**config.mk**
```make
export PLATFORM = sky130hd
export DESIGN_NAME = can_rxq_top
export DESIGN_NICKNAME = d
export VERILOG_FILES = /design/src/rtl/can_rxq_pkg.sv /design/src/rtl/can_rxq_bg.sv /design/src/rtl/can_rxq_fifo.sv /design/src/rtl/can_rxq_flags.sv /design/src/rtl/can_rxq_top.sv
export SDC_FILE = /design/constraint.sdc
export NUM_CORES = 1
export LEC_CHECK = 0
export ABC_AREA = 0
export ABC_CLOCK_PERIOD_IN_PS = 3350
export CORE_AREA = 2 2 262 264
export CTS_CLUSTER_DIAMETER = 50
export CTS_CLUSTER_SIZE = 28
export DETAILED_ROUTE_END_ITERATION = 8
export DIE_AREA = 0 0 264 266
export GPL_TIMING_DRIVEN = 0
export PLACE_DENSITY_LB_ADDON = 0.08
export REMOVE_ABC_BUFFERS = 1
export SETUP_SLACK_MARGIN = 0.4
export SLEW_MARGIN = 0
export SYNTH_ARGS = -nofsm -noshare
export SYNTH_HDL_FRONTEND = slang
export SYNTH_SLANG_ARGS = --single-unit
export TNS_END_PERCENT = 10
```
**constraint.sdc**
```tcl
create_clock -name clk -period 3.35 [get_ports clk]
set_clock_uncertainty 0.1 [all_clocks]
set_input_delay 0.335 -clock clk [delete_from_list [all_inputs] [get_ports clk]]
set_output_delay 0.335 -clock clk [all_outputs]
set_load 0.03 [all_outputs]
```
**src/rtl/can_rxq_pkg.sv**
```systemverilog
package can_rxq_pkg;

    localparam int ID_W    = 29;
    localparam int DLC_W   = 4;
    localparam int BYTES   = 8;
    localparam int DATA_W  = BYTES * 8;

    typedef struct packed {
        logic [ID_W-1:0]   id;
        logic              ide;
        logic              rtr;
        logic [DLC_W-1:0]  dlc;
        logic [DATA_W-1:0] data;
    } rx_frame_t;

    localparam int FRAME_W = $bits(rx_frame_t);

    // A completed frame may enter the queue only when it is clean,
    // accepted, and either foreign or looped back on purpose.
    function automatic logic frame_keep(input logic ok, input logic hit,
                                        input logic tx, input logic lb);
        return ok && hit && (!tx || lb);
    endfunction

endpackage

```
**src/rtl/can_rxq_bg.sv**
```systemverilog
module can_rxq_bg
    import can_rxq_pkg::*;
(
    input  logic      clk,
    input  logic      rst,
    input  logic      frm_done,
    input  rx_frame_t frm_in,
    input  logic      frm_ok,
    input  logic      id_hit,
    input  logic      tx_active,
    input  logic      loopback,
    output rx_frame_t bg_frame,
    output logic      pend
);

    // Background register captures every finished frame; a rejected one
    // simply gets overwritten by the next capture.
    always_ff @(posedge clk) begin
        if (rst) begin
            bg_frame <= '0;
            pend     <= 1'b0;
        end else begin
            if (frm_done)
                bg_frame <= frm_in;
            pend <= frm_done && frame_keep(frm_ok, id_hit, tx_active, loopback);
        end
    end

endmodule

```
**src/rtl/can_rxq_fifo.sv**
```systemverilog
module can_rxq_fifo
    import can_rxq_pkg::*;
#(
    parameter int DEPTH = 4
) (
    input  logic                       clk,
    input  logic                       rst,
    input  logic                       push,
    input  rx_frame_t                  push_frame,
    input  logic                       pop,
    output rx_frame_t                  head,
    output logic [$clog2(DEPTH+1)-1:0] level
);

    localparam int AW = (DEPTH > 1) ? $clog2(DEPTH) : 1;
    localparam int CW = $clog2(DEPTH + 1);
    localparam logic [AW-1:0] LAST = AW'(DEPTH - 1);

    rx_frame_t       slot [DEPTH];
    logic [AW-1:0]   wr_ptr;
    logic [AW-1:0]   rd_ptr;

    function automatic logic [AW-1:0] bump(input logic [AW-1:0] p);
        return (p == LAST) ? '0 : p + 1'b1;
    endfunction

    for (genvar g = 0; g < DEPTH; g++) begin : g_slot
        always_ff @(posedge clk) begin
            if (rst)
                slot[g] <= '0;
            else if (push && (wr_ptr == AW'(g)))
                slot[g] <= push_frame;
        end
    end

    always_ff @(posedge clk) begin
        if (rst) begin
            wr_ptr <= '0;
            rd_ptr <= '0;
            level  <= '0;
        end else begin
            if (push)
                wr_ptr <= bump(wr_ptr);
            if (pop)
                rd_ptr <= bump(rd_ptr);
            case ({push, pop})
                2'b10:   level <= level + CW'(1);
                2'b01:   level <= level - CW'(1);
                default: level <= level;
            endcase
        end
    end

    assign head = slot[rd_ptr];

endmodule

```
**src/rtl/can_rxq_flags.sv**
```systemverilog
module can_rxq_flags (
    input  logic clk,
    input  logic rst,
    input  logic ovr_set,
    input  logic ovr_clr,
    input  logic ovr_ie,
    input  logic rx_full,
    input  logic rx_ie,
    output logic ovr_flag,
    output logic ovr_irq,
    output logic rx_irq
);

    // Set has priority so that a fresh overrun is never lost to a clear.
    always_ff @(posedge clk) begin
        if (rst)
            ovr_flag <= 1'b0;
        else if (ovr_set)
            ovr_flag <= 1'b1;
        else if (ovr_clr)
            ovr_flag <= 1'b0;
    end

    assign ovr_irq = ovr_flag && ovr_ie;
    assign rx_irq  = rx_full && rx_ie;

endmodule

```
**src/rtl/can_rxq_top.sv**
```systemverilog
module can_rxq_top
    import can_rxq_pkg::*;
#(
    parameter int DEPTH = 4
) (
    input  logic               clk,
    input  logic               rst,
    input  logic               frm_done,
    input  logic [FRAME_W-1:0] frm_in,
    input  logic               frm_ok,
    input  logic               id_hit,
    input  logic               tx_active,
    input  logic               loopback,
    input  logic               rx_ie,
    input  logic               ovr_ie,
    input  logic               rxf_clr,
    input  logic               ovr_clr,
    output logic [FRAME_W-1:0] head_frame,
    output logic               rx_full,
    output logic               rx_irq,
    output logic               ovr_flag,
    output logic               ovr_irq
);

    localparam int CW = $clog2(DEPTH + 1);

    rx_frame_t       bg_frame;
    rx_frame_t       head;
    logic            pend;
    logic [CW-1:0]   lvl;
    logic            full;
    logic            pop;
    logic            push;
    logic            ovr_set;

    can_rxq_bg u_bg (
        .clk       (clk),
        .rst       (rst),
        .frm_done  (frm_done),
        .frm_in    (rx_frame_t'(frm_in)),
        .frm_ok    (frm_ok),
        .id_hit    (id_hit),
        .tx_active (tx_active),
        .loopback  (loopback),
        .bg_frame  (bg_frame),
        .pend      (pend)
    );

    assign full    = (lvl == CW'(DEPTH));
    assign pop     = rxf_clr && (lvl != '0);
    assign push    = pend && (!full || pop);
    assign ovr_set = pend && full && !pop;

    can_rxq_fifo #(.DEPTH(DEPTH)) u_fifo (
        .clk        (clk),
        .rst        (rst),
        .push       (push),
        .push_frame (bg_frame),
        .pop        (pop),
        .head       (head),
        .level      (lvl)
    );

    assign rx_full    = (lvl != '0);
    assign head_frame = head;

    can_rxq_flags u_flags (
        .clk      (clk),
        .rst      (rst),
        .ovr_set  (ovr_set),
        .ovr_clr  (ovr_clr),
        .ovr_ie   (ovr_ie),
        .rx_full  (rx_full),
        .rx_ie    (rx_ie),
        .ovr_flag (ovr_flag),
        .ovr_irq  (ovr_irq),
        .rx_irq   (rx_irq)
    );

endmodule

```
# Yosys cells after proc, flatten, opt, wreduce, memory -nomap -nowiden
# Memories as Yosys holds them, arrays and structs flattened. A register that Yosys moved wholly into a read port is not among the register bits.
# Cells that the tools add are included.
# op_classes
eq_ne	7
muxes	25
n_bitwise	4
reduce_logical	22
add_sub_neg	4
# op_table
op	count
$mux 99	4
$mux 1	16
$logic_and 1x1->1	13
$eq 2x2->1 const B	4
$mux 2	4
$pmux 3 s2	1
$add 2x1->2 const B	2
$eq 2x1->1 const B	2
$or 1x1->1	4
$reduce_bool 2->1	2
$add 3x1->3 const B	1
$eq 3x3->1 const B	1
$logic_not 1->1	3
$reduce_bool 3->1	1
$sub 3x1->3 const B	1
$logic_not 2->1	1
$logic_or 1x1->1	2
# word_totals
elab_cells	73
mem_count	1
mem_bits_rw	396
reg_bits	108
# mem_list
memory	words	width	rd	rd_clocked_by_memory_dff	wr	line_no	text
u_fifo.slot	4	99	1	1	4	can_rxq_fifo.sv:19	rx_frame_t slot [DEPTH];

# Longest topological paths before layout
# depth
ltp_word	9
mapped_depth	7
ltp_nobuf	6

# By module
# From an unflattened synthesis, not the netlist that was laid out.
# unflattened
cells_unflattened	1444
area_unflattened_um2	20973.9
# modules_own_cells
mod	cells_each	n_inst	seq_area_each_um2	area_each_um2
can_rxq_fifo	1110	1	12071.6	17270.3
can_rxq_bg	323	1	2001.9	3603.5
can_rxq_flags	6	1	20.0	58.8
can_rxq_top	5	1	0.0	41.3

# Least setup slack after synthesis
# OpenSTA, ideal clock, no wires.
# synth_path
kind	register to register
start	register u_fifo.level[0]
end	memory u_fifo.slot[0][0] (netlist name) (enable)
t_arrival_ps	1905
t_required_ps	2786
path_stages_with_launch	7
synth_period_minus_slack_ps	2469
path_slack_ps	881
path_cell_list	dfxtp_1 > buf_6 > or4b_4 > nand3_2 > buf_12 > buf_12 > nand2b_4
# synth_lines
item	line_no	text
start, declared	can_rxq_fifo.sv:12	output logic [$clog2(DEPTH+1)-1:0] level
start signal, assigned	can_rxq_fifo.sv:47	2'b10: level <= level + CW'(1);
start signal, assigned	can_rxq_fifo.sv:48	2'b01: level <= level - CW'(1);
start signal, assigned	can_rxq_fifo.sv:49	default: level <= level;
end, declared	can_rxq_fifo.sv:19	

==> impl_metrics.env <==
export IMPL_cp_max_stage_cell="clkdlybuf4s50_1"
export IMPL_floorplan_initialDensity=0.316
export IMPL_layout_cells_non_filler=2621
export IMPL_vias_per_cell=4.69
export IMPL_layout_nets=1796
export IMPL_pwr_share_comb=0.064
export IMPL_drc_violations=0
export IMPL_tritoncts_clock_tree="yes"
export IMPL_count_of_antenna_violating_nets_left_after_detailed_routing=0
export IMPL_reg2reg_from="u_fifo.level[2]"
export IMPL_std_cell_rows=96
export IMPL_route_vias_total=12300
export IMPL_pwr_density_cell_mw_per_mm2=583
export IMPL_syn_inst=1465
export IMPL_clkPwrFrac=0.479
export IMPL_worstHoldStart="rst"
export IMPL_grt_antenna_before_repair=3
export IMPL_finished_core_util=0.393
export IMPL_holdCritPathClass="in -> reg"
export IMPL_numPortBuffers=212
export IMPL_clkSinkCount=506
export IMPL_clock_tree_buffer_depth=3
export IMPL_slew_viol_final=0
export IMPL_drive_gt1_frac=0.154
export IMPL_drtPass1Iterations=4
export IMPL_grt_pass1_vias=13100
export IMPL_cts_buffers_inserted=72
export IMPL_synth_area_per_cell_sq_um=14.6
export IMPL_largest_net_degree_at_the_start_of_global_routing=120
export IMPL_totalWireLength_mm=56.3
export IMPL_hold_viol_final=0
export IMPL_gp_routability_congestion=0.660
export IMPL_p_int_mw=11.8
export IMPL_floorplan_core_area_sq_mm=0.0677
export IMPL_synth_sequential_area_ratio=0.658
export IMPL_die_h_um=266
export IMPL_chipWidth_um=264
export IMPL_dieArea_sq_mm=0.0702
export IMPL_peakVddDrop_mv=0.342
export IMPL_worst_path_largest_cell_delay_ns=0.63
export IMPL_ys_top_cells_by_area="edfxtp_1, mux4_2, dfxtp_1, nor2_1, mux2i_1"
export IMPL_worst_endpoint_required_ns=2.91
export IMPL_htree_levels=3
export IMPL_fin_crit_sh=0.905
export IMPL_global_route_peak_usage_layer="met2"
export IMPL_power_net_switching_mw=3.64
export IMPL_post_drt_wl_per_cell_um=21.5
export IMPL_globalRouteMet2Util=0.275
export IMPL_ys_seq_elements=506
export IMPL_gr_total_overflow=0
export IMPL_cts_hold_buffers_added=0
export IMPL_clk_pin_slew_worst_paths_ns=0.06
export IMPL_switching_share=0.235
export IMPL_post_synth_num_cell_types=37
export IMPL_worst_skew_pair_late_latency_ns=0.60
export IMPL_setup_viol_count_final=0
export IMPL_met3_usage=0.0341
export IMPL_overall_power_mw=15.5
export IMPL_run_status="completed"
export IMPL_clock_root_buffer="clkbuf_16"
export IMPL_synth_most_common_cell="nor2_1"
export IMPL_unrepaired_setup_endpoints_after_global_routing="yes"
export IMPL_synth_top_area_frac=0.555
export IMPL_drt_iter0_markers=646
export IMPL_min_clock_period_post_route_ns=3.03
export IMPL_critical_path_top_delay_family="buffers and inverters"
export IMPL_ys_dominant_reg_cell="edfxtp_1"
export IMPL_ios=213
export IMPL_p_seq_frac=0.457
export IMPL_worst_reg2reg_path_endpoint="u_fifo.slot[1][55]"
export IMPL_regToRegSetupSlack_ns=0.43
export IMPL_diodes=0
export IMPL_crit_path_cell_trace="buf_16 > mux4_2 > clkdlybuf4s50_1"
export IMPL_slew_headroom=0.556
export IMPL_static_leakage_nw=9.17
export IMPL_place_detailed_hpwl_mm=29.7
export IMPL_synth_enable_flop_cells=396
export IMPL_gr_usage_all_layers=0.162
export IMPL_startpoint_type="flip-flop"
export IMPL_place_detailed_instances=2476
export IMPL_postLayoutCellArea_sq_mm=0.0266
export IMPL_ys_warn_count=0
export IMPL_setup_ws_ns=0.320
export IMPL_commonest_cells_in_the_synthesized_netlist="nor2_1, edfxtp_1, dfxtp_1, mux2i_1, nand2b_1"
export IMPL_critical_path_arrival_ns=2.60
export IMPL_cp_num_buf_inv=2
export IMPL_worstSetupEndpointType="output pin"
export IMPL_netlist_top_cell_by_area="edfxtp_1"
export IMPL_area_growth_pct=24.1
export IMPL_timing_reg2reg_worst_path_depth=5
export IMPL_peak_clock_frequency_supported_by_timing_ghz=0.330
export IMPL_grt_pass1_wl_mm=84.6
export IMPL_area_of_the_mapped_netlist_sq_mm=0.0214
export IMPL_preCtsSetupSlack_ns=-0.519
export IMPL_maxCapViolCount=0
export IMPL_use_met1=0.210
export IMPL_worstPathMaxFanout=36
export IMPL_min_to="u_bg.bg_frame[19]"
export IMPL_worst_hold_path_cells=2
export IMPL_worst_slew_pin_slew_ns=0.666
export IMPL_placed_cell_area_sq_mm=0.0241
export IMPL_critPathKind="reg -> out"
export IMPL_asyncSetResetFlopFracSynth=0
registers in the layout (all words and copies together) (netlist names), named ones only:
signal            cells
u_flags.ovr_flag      1
u_bg.pend             1
u_bg.bg_frame        99
u_fifo.rd_ptr         2
u_fifo.slot         396
u_fifo.level          3
u_fifo.wr_ptr         2
worst register-to-register path: cells and delay by family (launching register included):
family / cells / cell delay, ns
flip-flops: 1 / 0.47
buffers and inverters: 2 / 0.65
AND/OR/NAND/NOR: 3 / 1.40
stage by stage:
stage | TNS (ns) | hold slack, ns
detailed placement | -104.17 | 0.379
floorplan | -236.72 | 0.304
global route | 0 | 0.0487
CTS | 0 | 0.0409
finish | 0 | 0.0166
global placement | -5209.53 | 0.373
logic make-up (layout without fill, tap and decap cells):
family | count (synthesis) | count (layout) | share of synthesized area
xor+xnor | 2 | 2 | 0.000818
flops | 506 | 506 | 0.658
compound gates | 14 | 14 | 0.00426
simple gates | 626 | 632 | 0.127
fa+ha+maj | 6 | 6 | 0.00385
buf+inv | 112 | 380 | 0.0551
mux | 199 | 199 | 0.151
what timing repair did:
item                                    CTS  global route
pin swaps                                 1             2
endpoints found under the setup margin  441           366
gates cloned                              4             2
gates resized for setup                  21             1
buffers inserted                          4             2
cell type report:
class | instances | area, sq um
timing repair buffer | 240 | 2770
clock buffer | 88 | 1920
inverter | 7 | 26.3
sequential | 506 | 14100
fill | 6429 | 41200
multi-input combinational | 853 | 6240
tap | 882 | 1100
clock inverter | 45 | 429
power by group through the flow:
stage          clock network, mW  logic [mW]  registers, mW
3_5_place_dp                   0        1.02           7.22
4_1_cts                     7.64        1.03           7.08
6_report                    7.41       0.998           7.08
5_1_grt                     7.90        1.08           7.10
3_3_place_gp                   0        1.04           7.24
2_1_floorplan                  0       0.485           7.20
per-layer routing:
layer	wire length, um	vias up	share of wire
met5	47	-	0.00083
met4	970	6	0.017
met3	3030	73	0.054
met2	28200	282	0.50
met1	24100	6240	0.43
li1	-	5682	-
how the worst max path moves through the flow:
stage	from	to	depth (start not counted)
floorplan	flip-flop	head_frame[0]	1
global placement	rst	u_fifo.slot[1][11]	2
detailed placement	rxf_clr	u_fifo.slot[0][4]	7
CTS	flip-flop	head_frame[22]	3
global route	flip-flop	head_frame[80]	3
finish	flip-flop	head_frame[80]	3
cells in the final DEF, fill, tap and decap left out, types with 5 or more instances in the layout:
cell type,count
inv_8,5
dlygate4sd2_1,20
a21oi_1,5
edfxtp_1,396
nor2_1,498
mux4_2,99
mux2i_1,100
clkbuf_1,11
clkinv_4,5
clkdlybuf4s50_1,189
inv_1,7
clkbuf_16,73
clkinvlp_4,6
clkinv_2,13
nand2b_1,100
clkinv_1,5
nand3_1,5
buf_16,21
inv_6,5
dfxtp_1,107
ha_1,5
Power figures use the tool's default switching activity.
